File: config.mk
export PLATFORM = sky130hd
export DESIGN_NAME = refclk_lock_monitor
export DESIGN_NICKNAME = d
export VERILOG_FILES = /design/src/rtl/lkm_pkg.sv /design/src/rtl/lkm_sync_edge.sv /design/src/rtl/lkm_window_ctr.sv /design/src/rtl/refclk_lock_monitor.sv
export SDC_FILE = /design/constraint.sdc
export NUM_CORES = 1
export LEC_CHECK = 0
export BUFFER_PORTS_ARGS = -buffer_cell sky130_fd_sc_hd__buf_4
export CORE_ASPECT_RATIO = 1.25
export CORE_MARGIN = 2
export CORE_UTILIZATION = 40
export CTS_BUF_LIST = sky130_fd_sc_hd__clkbuf_2
export DETAILED_ROUTE_END_ITERATION = 12
export GPL_ROUTABILITY_DRIVEN = 0
export GPL_TIMING_DRIVEN = 1
export SYNTH_ARGS = -nofsm -noshare
export SYNTH_HDL_FRONTEND = slang
export SYNTH_SLANG_ARGS = --single-unit
File: constraint.sdc
create_clock -name clk -period 7.17 [get_ports clk]
set_input_delay 0.3585 -clock clk [delete_from_list [all_inputs] [get_ports clk]]
set_output_delay 0.3585 -clock clk [all_outputs]
set_load 0.02 [all_outputs]
File: src/rtl/lkm_pkg.sv
package lkm_pkg;
    typedef enum logic [1:0] {
        ST_ACQ    = 2'd0,
        ST_LOCK   = 2'd1,
        ST_RELOCK = 2'd2
    } lkm_state_e;
endpackage

File: src/rtl/lkm_sync_edge.sv
// Two-flop synchronizer with one extra history flop per bit for edge detection.
module lkm_sync_edge #(
    parameter int W = 4
) (
    input  logic         clk,
    input  logic         rst_n,
    input  logic [W-1:0] d,
    output logic [W-1:0] rise,
    output logic [W-1:0] chg
);
    logic [W-1:0] s1_q, s2_q, s3_q;

    always_ff @(posedge clk or negedge rst_n) begin
        if (!rst_n) begin
            s1_q <= '0;
            s2_q <= '0;
            s3_q <= '0;
        end else begin
            s1_q <= d;
            s2_q <= s1_q;
            s3_q <= s2_q;
        end
    end

    assign rise = s2_q & ~s3_q;
    assign chg  = s2_q ^ s3_q;
endmodule

File: src/rtl/lkm_window_ctr.sv
// Counts reference edges per fixed window; flags edge gaps longer than GAP_MAX.
module lkm_window_ctr #(
    parameter int WIN_LEN = 64,
    parameter int CNT_W   = 8,
    parameter int GAP_MAX = 40
) (
    input  logic             clk,
    input  logic             rst_n,
    input  logic             ref_rise,
    output logic             win_valid,
    output logic [CNT_W-1:0] win_count,
    output logic             win_gap,
    output logic             gap_hit
);
    localparam int TW = $clog2(WIN_LEN);
    localparam int GW = $clog2(GAP_MAX + 1);
    localparam logic [CNT_W-1:0] CNT_MAX = {CNT_W{1'b1}};

    logic [TW-1:0]    timer_q;
    logic [CNT_W-1:0] edge_cnt_q, cnt_inc;
    logic [GW-1:0]    gap_cnt_q;
    logic             gap_seen_q, wrap;

    assign wrap    = (timer_q == TW'(WIN_LEN - 1));
    assign cnt_inc = (ref_rise && edge_cnt_q != CNT_MAX) ? edge_cnt_q + 1'b1 : edge_cnt_q;

    always_ff @(posedge clk or negedge rst_n) begin
        if (!rst_n) begin
            timer_q    <= '0;
            edge_cnt_q <= '0;
            win_valid  <= 1'b0;
            win_count  <= '0;
            win_gap    <= 1'b0;
            gap_seen_q <= 1'b0;
        end else begin
            timer_q   <= wrap ? '0 : timer_q + 1'b1;
            win_valid <= wrap;
            if (wrap) begin
                win_count  <= cnt_inc;
                win_gap    <= gap_seen_q | gap_hit;
                edge_cnt_q <= '0;
                gap_seen_q <= 1'b0;
            end else begin
                edge_cnt_q <= cnt_inc;
                if (gap_hit) gap_seen_q <= 1'b1;
            end
        end
    end

    always_ff @(posedge clk or negedge rst_n) begin
        if (!rst_n) begin
            gap_cnt_q <= '0;
            gap_hit   <= 1'b0;
        end else begin
            gap_hit <= !ref_rise && (gap_cnt_q == GW'(GAP_MAX - 1));
            if (ref_rise)                        gap_cnt_q <= '0;
            else if (gap_cnt_q != GW'(GAP_MAX)) gap_cnt_q <= gap_cnt_q + 1'b1;
        end
    end

    // the gap timeout pulses once per gap, never on two cycles in a row
    a_r5_gap_single: assert property (@(posedge clk) disable iff (!rst_n)
        gap_hit |=> !gap_hit);
    // a window verdict is a single-cycle event
    a_r2_window_pulse: assert property (@(posedge clk) disable iff (!rst_n)
        win_valid |=> !win_valid);
endmodule

File: src/rtl/refclk_lock_monitor.sv
module refclk_lock_monitor
    import lkm_pkg::*;
#(
    parameter int WIN_LEN    = 64,
    parameter int CNT_W      = 8,
    parameter int GAP_MAX    = 40,
    parameter int SETTLE_WIN = 3
) (
    input  logic             clk,
    input  logic             rst_n,
    input  logic             ref_in,
    input  logic [1:0]       mode_pri,
    input  logic             mode_aux,
    input  logic [2:0]       aux_cfg,
    input  logic [CNT_W-1:0] step_thresh,
    output logic             locked,
    output logic             relock_req
);
    localparam int SW = $clog2(SETTLE_WIN + 1);
    localparam int XW = CNT_W + 4;

    lkm_state_e state_q, state_d;

    logic [3:0]       rise_v, chg_v;
    logic             win_valid, win_gap, gap_hit;
    logic [CNT_W-1:0] win_count, prev_q, base_q, diff;
    logic [SW-1:0]    settle_q;
    logic [XW-1:0]    cnt_x10, base_x13, base_x7;
    logic             aux_gate, mode_evt, step_bad, win_good, drift_bad, ref_evt;

    lkm_sync_edge #(.W(4)) u_sync (
        .clk  (clk),
        .rst_n(rst_n),
        .d    ({mode_aux, mode_pri, ref_in}),
        .rise (rise_v),
        .chg  (chg_v)
    );

    lkm_window_ctr #(.WIN_LEN(WIN_LEN), .CNT_W(CNT_W), .GAP_MAX(GAP_MAX)) u_win (
        .clk      (clk),
        .rst_n    (rst_n),
        .ref_rise (rise_v[0]),
        .win_valid(win_valid),
        .win_count(win_count),
        .win_gap  (win_gap),
        .gap_hit  (gap_hit)
    );

    // The auxiliary mode pin matters only for four configuration codes
    always_comb begin
        unique case (aux_cfg)
            3'd3, 3'd4, 3'd5, 3'd6: aux_gate = 1'b1;
            default:                aux_gate = 1'b0;
        endcase
    end

    assign mode_evt = chg_v[1] | chg_v[2] | (chg_v[3] & aux_gate);

    assign diff     = (win_count > prev_q) ? win_count - prev_q : prev_q - win_count;
    assign step_bad = diff > step_thresh;
    assign win_good = (win_count != '0) && !win_gap && !step_bad;

    assign cnt_x10   = ({4'd0, win_count} << 3) + ({4'd0, win_count} << 1);
    assign base_x13  = ({4'd0, base_q} << 3) + ({4'd0, base_q} << 2) + {4'd0, base_q};
    assign base_x7   = ({4'd0, base_q} << 3) - {4'd0, base_q};
    assign drift_bad = (cnt_x10 > base_x13) || (cnt_x10 < base_x7);

    assign ref_evt = gap_hit | (win_valid & (!win_good | drift_bad));

    // Next-state logic
    always_comb begin
        state_d = state_q;
        unique case (state_q)
            ST_ACQ: begin
                if (mode_evt)
                    state_d = ST_RELOCK;                       // mode kick
                else if (win_valid && win_good && settle_q == SW'(SETTLE_WIN - 1))
                    state_d = ST_LOCK;                         // settle done
            end
            ST_LOCK:   if (mode_evt || ref_evt) state_d = ST_RELOCK; // lock lost
            ST_RELOCK: state_d = mode_evt ? ST_RELOCK : ST_ACQ;      // re-kick / restart
            default:   state_d = ST_ACQ;
        endcase
    end

    // State register and window history
    always_ff @(posedge clk or negedge rst_n) begin
        if (!rst_n) begin
            state_q  <= ST_ACQ;
            settle_q <= '0;
            prev_q   <= '0;
            base_q   <= '0;
        end else begin
            state_q <= state_d;
            if (win_valid) prev_q <= win_count;
            if (state_q == ST_ACQ && state_d == ST_LOCK) base_q <= win_count;
            if (state_q != ST_ACQ || state_d != ST_ACQ)
                settle_q <= '0;
            else if (win_valid)
                settle_q <= win_good ? settle_q + 1'b1 : '0;
        end
    end

    // Outputs decoded from state
    always_comb begin
        locked     = (state_q == ST_LOCK);
        relock_req = (state_q == ST_RELOCK);
    end

    // a primary mode edge while locked drops lock on the next edge
    a_r3_mode_unlock: assert property (@(posedge clk) disable iff (!rst_n)
        (state_q == ST_LOCK && (chg_v[1] || chg_v[2])) |=> (!locked && relock_req));
    // an ungated auxiliary edge, with nothing else happening, keeps lock
    a_r4_aux_masked: assert property (@(posedge clk) disable iff (!rst_n)
        (state_q == ST_LOCK && chg_v[3] && !aux_gate && !chg_v[1] && !chg_v[2] && !ref_evt)
        |=> locked);
    // lock is only gained right after a window verdict
    a_r2_lock_at_window: assert property (@(posedge clk) disable iff (!rst_n)
        $rose(locked) |-> $past(win_valid));
    // the baseline holds while lock persists
    a_r2_base_hold: assert property (@(posedge clk) disable iff (!rst_n)
        (locked && $past(locked)) |-> $stable(base_q));
    // a drifted window while locked ends lock
    a_r7_drift_unlock: assert property (@(posedge clk) disable iff (!rst_n)
        (state_q == ST_LOCK && win_valid && drift_bad) |=> !locked);
    // leaving lock always raises the request
    a_r8_fall_requests: assert property (@(posedge clk) disable iff (!rst_n)
        $fell(locked) |-> relock_req);
endmodule

==> results_tabular.tex <==
\begin{tabular}{lr}
\hline
Metric & Value \\
\hline
\multicolumn{2}{l}{\textbf{Power}} \\
Total Power & 761.1 µW \\
Power density over the cells & 139.8 nW/µm² \\
Largest voltage drop on the vdd net & between 0.0001 and 0.00015 V \\
Design internal power & 543.0 µW \\
Standby leakage power & 0.002612 µW \\
Combinational Power Share & between 10 and 15\% \\
Fraction of power consumed by the clock network & 33.7\% \\
Net switching power figure & 218.0 µW \\
Fraction of power spent switching nets & 28.65\% \\
Sequential share of power & between 50 and 60\% \\
\multicolumn{2}{l}{\textbf{Timing}} \\
Worst slew slack as a fraction of its limit & 30.10\% \\
Worst slew pin tran & 1.048 ns \\
Max Fclk & between 200 and 250 MHz \\
Final setup TNS & 0 ns \\
Final min period & roughly 4.5 ns \\
Final max-slew violation count & 0 \\
Count of final hold-check violations & 0 \\
Unrepaired setup endpoints after global routing & false \\
Final setup skew & 0.02480 ns \\
Final Worst Setup Slack & 2.646 ns \\
Final setup violation count & 0 \\
Final Cycle Share & between 60\% and 70\% \\
\multicolumn{2}{l}{\textbf{Global route}} \\
First-pass GRT wire length & approximately 18000 µm \\
Overflow left after global routing & 0 \\
Overall fraction of global-route tracks in use & 16.63\% \\
Pin count of the biggest net entering global routing & 65 \\
Via count of the first global-routing pass & 3807 \\
Antenna violations before repair & 0 \\
\multicolumn{2}{l}{\textbf{CTS}} \\
Clock transition at the register clock pins on the worst setup and hold paths after CTS & $\sim$0.19 ns \\
Post-CTS repair timing setup buffer count & 0 \\
Number of buffers inserted for hold repair after clock tree synthesis & 5 \\
H-tree levels & 3 \\
Clk buf depth & 2 \\
Clock tree from TritonCTS & done \\
CTS root buf & sky130\_fd\_sc\_hd\_\_clkbuf\_2 \\
Total CTS buffers & 9 \\
Resized Gates After CTS & 0 \\
Clock sinks & 64 \\
Latest clock arrival within the worst-skew pair & 0.52 ns \\
\multicolumn{2}{l}{\textbf{Synthesis}} \\
Fraction of synthesized cell area taken by the top area cell type & 32.20\% \\
Share of synthesized registers carrying an async set or reset & 100.0\% \\
Synth Register Bits & between 60 and 70 \\
Syn Std Cell Area & 4974 µm² \\
Synthesized net count & 623 \\
Netlist cell types & 59 \\
Synthesized area per cell & 9.528 µm² \\
Count of flip-flops with a built-in enable after synthesis & 0 \\
Dominant cells by area after synthesis & sky130\_fd\_sc\_hd\_\_dfrtp\_1, sky130\_fd\_sc\_hd\_\_ha\_1, sky130\_fd\_sc\_hd\_\_xnor2\_1 \\
Leading area contributor after synthesis & sky130\_fd\_sc\_hd\_\_dfrtp\_1 \\
Synth warn & 0 \\
Cells after Synth & around 520 \\
Dominant synthesized flop cell & sky130\_fd\_sc\_hd\_\_dfrtp\_1 \\
Sequential share of the synthesized area & 32.20\% \\
\multicolumn{2}{l}{\textbf{Layout}} \\
Synth-to-Final Area Change & 9.459\% \\
Net total in the final layout & 647 \\
Ant diodes & 0 \\
Fraction of layout instances using a drive strength above 1 & 8.530\% \\
Highest-count cells in the layout ignoring fill and taps & sky130\_fd\_sc\_hd\_\_ha\_1, sky130\_fd\_sc\_hd\_\_dfrtp\_1, sky130\_fd\_sc\_hd\_\_inv\_1 \\
Most common cell after layout, fill and taps aside & sky130\_fd\_sc\_hd\_\_ha\_1 \\
\multicolumn{2}{l}{\textbf{Routing}} \\
Vias & 3717 \\
First DRT Iteration DRCs & 139 \\
Number of optimization iterations in the first detailed-route pass & 5 \\
Vias per cell & 5.199 \\
Final antenna-violating net count & 0 \\
Aggregate routed wire length & between 10000 and 15000 µm \\
DRC & 0 \\
Average routed wire per standard cell & 14.39 µm \\
\multicolumn{2}{l}{\textbf{Setup path}} \\
Critical path required time & approximately 7.6 ns \\
Critical Path End Type & register \\
Type of the setup path with the least slack & register to register \\
Startpoint Class & register \\
Max FO, Critical Path & 13 \\
Data arrival time at the worst-slack endpoint & 4.93 ns \\
\multicolumn{2}{l}{\textbf{Floorplan}} \\
Top-level port count & 19 \\
Core Region & 12160 µm² \\
Die Outline Area & around 13000 µm² \\
Effective utilization at floorplan & 40.90\% \\
Horizontal die dimension & 103.7 µm \\
Vertical die dimension & 128.7 µm \\
Number of cell rows & 45 \\
\multicolumn{2}{l}{\textbf{Placement}} \\
Placement-stage worst setup slack & 2.636 ns \\
Count of buffers from port buffering & 18 \\
HPWL after detailed placement & 8106 µm \\
\multicolumn{2}{l}{\textbf{Outcome}} \\
Outcome & complete, no violations \\
\multicolumn{2}{l}{\textbf{Run}} \\
MaxCap Viol Count & 0 \\
\multicolumn{2}{l}{\textbf{Hold path}} \\
Type of the worst min-delay path & register to register \\
\hline
\end{tabular}
[worst max-delay path, stage by stage, from the launching register on]
cell and delay [ns]:
sky130_fd_sc_hd__dfrtp_1 0.51, sky130_fd_sc_hd__inv_1 0.12, sky130_fd_sc_hd__ha_1 0.17, sky130_fd_sc_hd__inv_1 0.06, sky130_fd_sc_hd__fa_1 0.38, sky130_fd_sc_hd__a21o_1 0.19, sky130_fd_sc_hd__o211ai_2 0.19, sky130_fd_sc_hd__a31oi_4 0.23
sky130_fd_sc_hd__mux2i_1 0.22, sky130_fd_sc_hd__a211oi_2 0.28, sky130_fd_sc_hd__xnor2_1 0.15, sky130_fd_sc_hd__ha_1 0.27, sky130_fd_sc_hd__nand4_1 0.14, sky130_fd_sc_hd__a21oi_1 0.08, sky130_fd_sc_hd__o22ai_1 0.27, sky130_fd_sc_hd__nor3b_2 0.79
sky130_fd_sc_hd__mux2_1 0.39
[state kept, by name, indices dropped and copies added (netlist names), 6 cells and up]
name / count
base_q: 8
prev_q: 8
u_win.edge_cnt_q: 8
u_win.gap_cnt_q: 6
u_win.timer_q: 6
u_win.win_count: 8
[through the flow]
step	cells	hold WS [ns]	area, µm²	util, %
6_report	715	0.3745	5444	44.76
5_1_grt	715	0.3854	5444	44.76
4_1_cts	715	0.3752	5444	44.76
3_5_place_dp	694	0.3347	5253	43.19
3_3_place_gp	694	0.3331	5253	43.19
2_1_floorplan	522	0.06291	4974	-
[cell usage after synthesis (2+ instances only)]
cell type                   n
sky130_fd_sc_hd__ha_1      75
sky130_fd_sc_hd__dfrtp_1   64
sky130_fd_sc_hd__inv_1     53
sky130_fd_sc_hd__nor2_1    39
sky130_fd_sc_hd__a21oi_1   33
sky130_fd_sc_hd__nand2_1   28
sky130_fd_sc_hd__xnor2_1   25
sky130_fd_sc_hd__o21ai_0   17
sky130_fd_sc_hd__mux2i_1   16
sky130_fd_sc_hd__a21o_1    15
sky130_fd_sc_hd__xor2_1    15
sky130_fd_sc_hd__nand4_1   14
sky130_fd_sc_hd__nor2b_1   13
sky130_fd_sc_hd__nand3_1   11
sky130_fd_sc_hd__nor3_1    11
sky130_fd_sc_hd__fa_1       9
sky130_fd_sc_hd__nand2b_1   6
sky130_fd_sc_hd__o21a_1     6
sky130_fd_sc_hd__and3_1     5
sky130_fd_sc_hd__clkbuf_1   5
sky130_fd_sc_hd__nor4_1     5
sky130_fd_sc_hd__a211o_1    4
sky130_fd_sc_hd__a31oi_1    4
sky130_fd_sc_hd__o21ai_1    4
sky130_fd_sc_hd__a211oi_1   3
sky130_fd_sc_hd__and3b_1    2
sky130_fd_sc_hd__and4_1     2
sky130_fd_sc_hd__buf_4      2
sky130_fd_sc_hd__buf_6      2
sky130_fd_sc_hd__o211ai_1   2
sky130_fd_sc_hd__o21bai_1   2
sky130_fd_sc_hd__o22ai_1    2
sky130_fd_sc_hd__or2_2      2
[layout make-up]
class / instances / area, µm²
fillers: 1218 / 6718
inverters: 54 / 202.7
well taps: 164 / 205.2
repair buffers: 23 / 185.2
clock inverters: 7 / 96.34
multi-input cells: 394 / 3108
clock buffers: 9 / 45.04
flip-flops and latches: 64 / 1602
[cell families (layout without fill, tap and decap cells)]
group                      count (synthesis)  after routing  synth area share (%)
xor gates and xnor gates                  40             40                 7.044
muxes                                     18             18                 3.673
adders and majority gates                 84             84                 22.49
AOI/OAI and AO/OA                        107            107                 14.34
buffers and inverters                     64             93                 5.308
DFF                                       64             64                 32.20
and+or+nand+nor                          145            145                 14.94
[power by group through the flow]
stage / registers [µW] / logic (µW) / clock network (µW)
CTS: 417 / 89.7 / 261
finish: 417 / 87.4 / 257
detailed placement: 424 / 86.7 / 0
global route: 421 / 102 / 281
global placement: 421 / 83.7 / 0
floorplan: 417 / 56.9 / 0
[layer usage]
layer  global-route usage, %  wire length, µm  vias to the layer above  share of wire, %
met5                       0                0                        -                 0
met2                   29.53             5213                       51                51
met1                   21.00             4669                     1766                45
met4                   5.405              182                        0               1.8
li1                        -                -                     1882                 -
met3                   2.432              226                       18               2.2
[path summary, 6_finish.rpt]
kind | start | endpoint | slack (ns) | cells after the start
setup / recovery | u_win.win_count[0] | base_q[7] | 2.65 | 16
hold reg to reg | u_sync.s1_q[1] | u_sync.s2_q[1] | 0.37 | 0
min in group asynchronous | rst_n | u_sync.s1_q[2] | 0.44 | 2
setup reg to reg | u_win.win_count[0] | base_q[7] | 2.65 | 16
hold / removal | u_sync.s1_q[1] | u_sync.s2_q[1] | 0.37 | 0
max in group asynchronous | rst_n | u_win.win_valid | 6.20 | 2
Power figures use the tool's default switching activity.
